### config.mk
export PLATFORM = sky130hd
export DESIGN_NAME = chsum_top
export DESIGN_NICKNAME = d
export VERILOG_FILES = /design/src/rtl/chsum_pkg.sv /design/src/rtl/chsum_argmax.sv /design/src/rtl/chsum_patch.sv /design/src/rtl/chsum_delay.sv /design/src/rtl/chsum_top.sv
export SDC_FILE = /design/constraint.sdc
export NUM_CORES = 1
export LEC_CHECK = 0
export BUFFER_PORTS_ARGS = -buffer_cell sky130_fd_sc_hd__buf_2
export CORE_ASPECT_RATIO = 2
export CORE_UTILIZATION = 31
export CTS_CLUSTER_DIAMETER = 120
export DETAILED_ROUTE_END_ITERATION = 10
export PLACE_DENSITY = 0.58
export SLEW_MARGIN = 30
export SYNTH_ARGS = -nofsm -noshare
export SYNTH_HDL_FRONTEND = slang
export SYNTH_HIERARCHICAL = 1
export SYNTH_SLANG_ARGS = --single-unit
### constraint.sdc
create_clock -name clk -period 3.9 [get_ports clk]
set_clock_uncertainty 0.1 [all_clocks]
set_input_delay 0.195 -clock clk [delete_from_list [all_inputs] [get_ports clk]]
set_output_delay 0.195 -clock clk [all_outputs]
set_load 0.01 [all_outputs]
### src/rtl/chsum_pkg.sv
package chsum_pkg;
    parameter int CH_W     = 8;
    parameter int N_CH     = 16;
    parameter int PATCH_CH = 4;

    localparam int IDX_W   = $clog2(N_CH);
    localparam int N_PATCH = N_CH / PATCH_CH;
    localparam int PIDX_W  = $clog2(N_PATCH);
    localparam int PS_W    = CH_W + $clog2(PATCH_CH);
    localparam int TOT_W   = CH_W + IDX_W;
    localparam int LVLS    = IDX_W;
    localparam int LAT     = LVLS;            // pipeline depth, needs LVLS >= 2
    localparam int SIDE_D  = LAT - 2;         // extra stages after the patch path
    localparam logic [CH_W-1:0] FULL = {CH_W{1'b1}};

    typedef struct packed {
        logic [CH_W-1:0]  val;
        logic [IDX_W-1:0] idx;
    } cand_t;

    typedef struct packed {
        logic [TOT_W-1:0]                 total;
        logic                             sat;
        logic                             hit;
        logic [PIDX_W-1:0]                pidx;
        logic [N_PATCH-1:0][PS_W-1:0]     sums;
    } side_t;

    // left operand carries the lower index, so it wins on equality
    function automatic cand_t pick(cand_t lo, cand_t hi);
        return (hi.val > lo.val) ? hi : lo;
    endfunction
endpackage

### src/rtl/chsum_argmax.sv
module chsum_argmax
    import chsum_pkg::*;
(
    input  logic                   clk,
    input  logic                   rst,
    input  logic [N_CH*CH_W-1:0]   samples,
    output cand_t                  best
);
    for (genvar l = 0; l < LVLS; l++) begin : g_lvl
        localparam int NN = N_CH >> (l + 1);
        cand_t lhs  [NN];
        cand_t rhs  [NN];
        cand_t node [NN];

        for (genvar k = 0; k < NN; k++) begin : g_node
            if (l == 0) begin : g_leaf
                assign lhs[k] = '{val: samples[(2*k)*CH_W +: CH_W],   idx: IDX_W'(2*k)};
                assign rhs[k] = '{val: samples[(2*k+1)*CH_W +: CH_W], idx: IDX_W'(2*k+1)};
            end else begin : g_inner
                assign lhs[k] = g_lvl[l-1].node[2*k];
                assign rhs[k] = g_lvl[l-1].node[2*k+1];
            end
        end

        always_ff @(posedge clk) begin
            for (int k = 0; k < NN; k++) begin
                if (rst) node[k] <= '0;
                else     node[k] <= pick(lhs[k], rhs[k]);
            end
        end
    end

    assign best = g_lvl[LVLS-1].node[0];
endmodule

### src/rtl/chsum_patch.sv
module chsum_patch
    import chsum_pkg::*;
(
    input  logic                   clk,
    input  logic                   rst,
    input  logic [N_CH*CH_W-1:0]   samples,
    input  logic [PS_W-1:0]        thr,
    output side_t                  side
);
    logic [N_PATCH-1:0][PS_W-1:0] sums_d, sums_q;
    logic                         sat_d,  sat_q;
    logic [PS_W-1:0]              thr_q;
    side_t                        side_d, side_q;

    // stage 1: patch sums and full-scale detect
    always_comb begin
        sat_d = 1'b0;
        for (int p = 0; p < N_PATCH; p++) begin
            logic [PS_W-1:0] acc;
            acc = '0;
            for (int c = 0; c < PATCH_CH; c++) begin
                acc = acc + PS_W'(samples[(p*PATCH_CH+c)*CH_W +: CH_W]);
                if (samples[(p*PATCH_CH+c)*CH_W +: CH_W] == FULL) sat_d = 1'b1;
            end
            sums_d[p] = acc;
        end
    end

    always_ff @(posedge clk) begin
        if (rst) begin
            sums_q <= '0;
            sat_q  <= 1'b0;
            thr_q  <= '0;
        end else begin
            sums_q <= sums_d;
            sat_q  <= sat_d;
            thr_q  <= thr;
        end
    end

    // stage 2: total and lowest patch above threshold
    always_comb begin
        side_d       = '0;
        side_d.sums  = sums_q;
        side_d.sat   = sat_q;
        for (int p = 0; p < N_PATCH; p++)
            side_d.total = side_d.total + TOT_W'(sums_q[p]);
        for (int p = N_PATCH - 1; p >= 0; p--) begin
            if (sums_q[p] > thr_q) begin
                side_d.hit  = 1'b1;
                side_d.pidx = PIDX_W'(p);
            end
        end
    end

    always_ff @(posedge clk) begin
        if (rst) side_q <= '0;
        else     side_q <= side_d;
    end

    assign side = side_q;
endmodule

### src/rtl/chsum_delay.sv
module chsum_delay #(
    parameter int W = 8,
    parameter int D = 1
) (
    input  logic         clk,
    input  logic         rst,
    input  logic [W-1:0] d,
    output logic [W-1:0] q
);
    if (D == 0) begin : g_wire
        assign q = d;
    end else begin : g_regs
        logic [W-1:0] stg [D];
        always_ff @(posedge clk) begin
            for (int i = 0; i < D; i++) begin
                if (rst)        stg[i] <= '0;
                else if (i == 0) stg[i] <= d;
                else            stg[i] <= stg[i-1];
            end
        end
        assign q = stg[D-1];
    end
endmodule

### src/rtl/chsum_top.sv
module chsum_top
    import chsum_pkg::*;
(
    input  logic                        clk,
    input  logic                        rst,
    input  logic                        in_valid,
    input  logic [N_CH*CH_W-1:0]        in_samples,
    input  logic [PS_W-1:0]             patch_thr,
    output logic                        out_valid,
    output logic [TOT_W-1:0]            out_total,
    output logic [CH_W-1:0]             out_max,
    output logic [IDX_W-1:0]            out_max_idx,
    output logic                        out_sat,
    output logic [N_PATCH*PS_W-1:0]     out_patch_sums,
    output logic                        out_patch_hit,
    output logic [PIDX_W-1:0]           out_patch_idx
);
    cand_t          best;
    side_t          side_early, side_late;
    logic [LAT-1:0] vld_sh;

    chsum_argmax u_argmax (
        .clk     (clk),
        .rst     (rst),
        .samples (in_samples),
        .best    (best)
    );

    chsum_patch u_patch (
        .clk     (clk),
        .rst     (rst),
        .samples (in_samples),
        .thr     (patch_thr),
        .side    (side_early)
    );

    chsum_delay #(.W($bits(side_t)), .D(SIDE_D)) u_align (
        .clk (clk),
        .rst (rst),
        .d   (side_early),
        .q   (side_late)
    );

    always_ff @(posedge clk) begin
        if (rst) vld_sh <= '0;
        else     vld_sh <= {vld_sh[LAT-2:0], in_valid};
    end

    assign out_valid      = vld_sh[LAT-1];
    assign out_max        = best.val;
    assign out_max_idx    = best.idx;
    assign out_total      = side_late.total;
    assign out_sat        = side_late.sat;
    assign out_patch_sums = side_late.sums;
    assign out_patch_hit  = side_late.hit;
    assign out_patch_idx  = side_late.pidx;
endmodule

==> out/summary.txt <==
combinational power share -> 39.8%
Yosys cell types -> 68
clock network fraction of total power -> 25.7%
Seq cells post-synth -> 374
1st-iter DRT viols -> 407
Critical path origin -> u_patch/side_d[0]
DR vias/cell -> 4.88
H-tree depth -> 2
via count -> 14,200
DR WL/cell -> 18.4 um
Data required, critical path -> 4.21 ns
commonest non-fill, non-tap cells in the layout -> dfxtp_1, ha_1, buf_2, nor2b_1, inv_1
root buf cell -> clkbuf_16
CTS Buffer Depth -> 3
post-synthesis cell count -> 1,775
Synth Flop Type -> dfxtp_1
first-pass GRT wire length -> 81.6 mm
final core utilization -> 39.0%
Register-to-Register Path Depth -> 17
dpl hpwl -> 43.3 mm
WP data arrival -> 4.03 ns
pin count of the biggest net entering global routing -> 127
Die Y -> 349 um
Final ANT Viol Nets -> 0
crit path max fanout -> 2
critical path launch point type -> flop
clock latency on the worst-skew pair -> 0.55 ns
GRT Overall Usage -> 17.4%
hold crit path type -> input pin to flop
total gr overflow -> 0
Setup crit end kind -> flop
# rows -> 126
Fillers -> 5,916
Leakage -> 0.0102 uW
Ys Warns -> 6
Slew Limit Fails -> 0
Switching Share -> 35.0%
part of the Yosys area used for sequential elements -> 40.1%
cell internal pwr -> 9160 uW
outcome -> finished, final reports clean
asr flop ratio synth -> 0%
fin crit period -> 3.72 ns
WHS Path Cells -> 2
Max transition margin -> 40.6%
Die X -> 175 um
Reg-to-Reg End -> u_patch/side[55]
die area -> 0.0612 sq mm
power per cell area -> 610 mW/mm^2
Final Setup Violations -> 0
Psw -> 4930 uW
vias in the first global route -> 15,200
RSZ-0062 raised after global routing -> false
CTS tree -> built
core area -> 0.0593 sq mm
initial antenna violation count -> 1
Hold Path Sink -> u_patch/side_d[0]
top-level I/O count -> 210
sequential power share -> 34.5%
Starting Density -> 31.5%
drc violations -> 0
period utilisation layout -> 95.4%
syn avg cell area -> 10.5 sq um
Post-Syn Area -> 0.0187 sq mm
max-cap violation count -> 0
Tightest Pin Transition -> 0.891 ns
min-delay src -> rst
kind of critical path -> flop to flop
final WL -> 53.7 mm
Synth-to-Final Area Change -> 23.8%
number of buffers created by CTS -> 35
RePlAce Congestion -> 0.910
Max Clock Freq -> 0.269 GHz
Worst Hold Margin -> 0.0285 ns
net count after synthesis -> 2,208
count of final hold-check violations -> 0
layout cell share with drive strength beyond 1 -> 16.3%
EDFF count, synth -> 0
most common cell after layout, fill and taps aside -> dfxtp_1
Clk pin slew, worst setup/hold paths -> 0.07 ns
Pre-antenna DRT Iters -> 7
r2r setup slk -> 0.18 ns
worst vdd rail ir drop -> 368 uV
Port Buf Inserts -> 209
CTS sink count -> 374
worst r2r src -> u_patch/side_d[0]
Total Nets Final -> 2,554
## synth_stat cells (4+ instances only)
library cell  instances  share of area (%)
a211oi_1             30                1.2
a211oi_4             12                1.3
a21o_1               22               0.89
a21oi_1              71                1.9
a22o_1              127                6.0
a31o_1                4               0.19
and2_1                4               0.13
and2b_1               5               0.20
and4_1                9               0.42
buf_2                10               0.27
buf_4                 9               0.36
buf_6                 7               0.42
clkbuf_1             10               0.20
dfxtp_1             374                 40
fa_1                 76                8.2
ha_1                216                 14
inv_1               177                3.6
inv_2                 4              0.080
nand2_1              33               0.66
nand2b_1              8               0.27
nand4_1              57                1.9
nor2_1               92                1.9
nor2_2                8               0.27
nor2b_1             201                6.7
nor3_1               24               0.64
nor3_4                6               0.52
nor3b_1              10               0.40
o211ai_1             15               0.60
o21a_1               22               0.89
o21ai_0              35               0.94
o21bai_1              4               0.16
o41ai_1               5               0.23
or2_2                 6               0.20
xnor2_1              14               0.66
xor2_1               12               0.56
## per-layer routing
metal  track usage, %  routed length (um)
met4             11.2                3280
met5                0                   8
met2             34.8               29700
met3             1.89                1760
met1             16.2               19000
## how the worst max path moves through the flow
stage,end,slack (ns),depth (start not counted)
finish,u_patch/side[55],0.18,17
global route,u_patch/side[55],0.05,17
CTS,u_patch/side[55],0.009,17
detailed placement,u_patch/side[53],-0.12,15
global placement,u_patch/side[53],-0.07,15
floorplan,u_patch/side[53],0.12,15
## power groups by stage
stage | registers (uW) | clock network, uW | logic [uW]
after floorplan | 4750 | 0 | 3780
after CTS | 4880 | 3750 | 5500
after global routing | 4920 | 3890 | 6260
after detailed placement | 4970 | 0 | 5230
final | 4870 | 3620 | 5610
after global placement | 4960 | 0 | 5050
## cell families after synthesis
group           Yosys count  synth area share, %
xor+xnor                 26                 1.22
fa+ha+maj               292                 22.6
compound gates          376                 15.7
buf+inv                 219                 4.93
simple gates            487                 15.3
mux                       1               0.0603
flops                   374                 40.1
## metrics by stage
| step | setup TNS (ns) | worst slack (ns) | instances | power [uW] | cell area (sq um) |
|---|---|---|---|---|---|
| 6_report | 0 | 0.181 | 2916 | 14100 | 23100 |
| 5_1_grt | 0 | 0.0476 | 2915 | 15100 | 23100 |
| 4_1_cts | 0 | 0.00868 | 2915 | 14100 | 23100 |
| 3_5_place_dp | -0.125 | -0.124 | 2725 | 10200 | 20500 |
| 3_3_place_gp | -0.0661 | -0.0661 | 2725 | 10000 | 20500 |
| 2_1_floorplan | 0 | 0.115 | 1775 | 8530 | 18700 |
## critical path, stage by stage (launching register included)
cell	delay [ns]
dfxtp_2	0.33
ha_2	0.17
inv_1	0.05
fa_2	0.34
nor2b_2	0.13
o21ai_2	0.07
a21boi_2	0.19
o21ai_2	0.09
nor2b_2	0.17
xnor2_1	0.15
fa_1	0.60
ha_4	0.21
and2_1	0.16
a31o_2	0.24
o41ai_4	0.27
buf_4	0.17
buf_4	0.09
o31ai_1	0.05
## flip-flops by register name, summed over array words and instances (netlist names)
signal and count:
u_argmax/g_lvl.node 151, u_align/g_regs.stg 112, u_patch/side 56, u_patch/side_d 40
u_patch/thr_q 10, vld_sh 4, u_patch/sat_q 1
## timing repair
| action | CTS | global route |
|---|---|---|
| setup buffers | 3 | 0 |
| hold buffers | 124 | 0 |
| hold endpoints to repair | 68 | 0 |
| resized for setup | 6 | 12 |
| endpoints found under the setup margin | 2 | 5 |
| gates cloned | 0 | 0 |
| pin swaps | 6 | 6 |
## final cells by class
class | count | area (sq um) | share of cell area, %
multi-input cells | 1182 | 10300 | 44.7
well taps | 768 | 961 | 4.16
clock buffers | 45 | 965 | 4.18
flip-flops and latches | 374 | 7490 | 32.4
inverters | 181 | 679 | 2.94
clock inverters | 18 | 260 | 1.13
repair buffers | 347 | 2430 | 10.5
diodes | 1 | 2.50 | 0.0108
No activity file was read; power rests on OpenSTA's default activity.
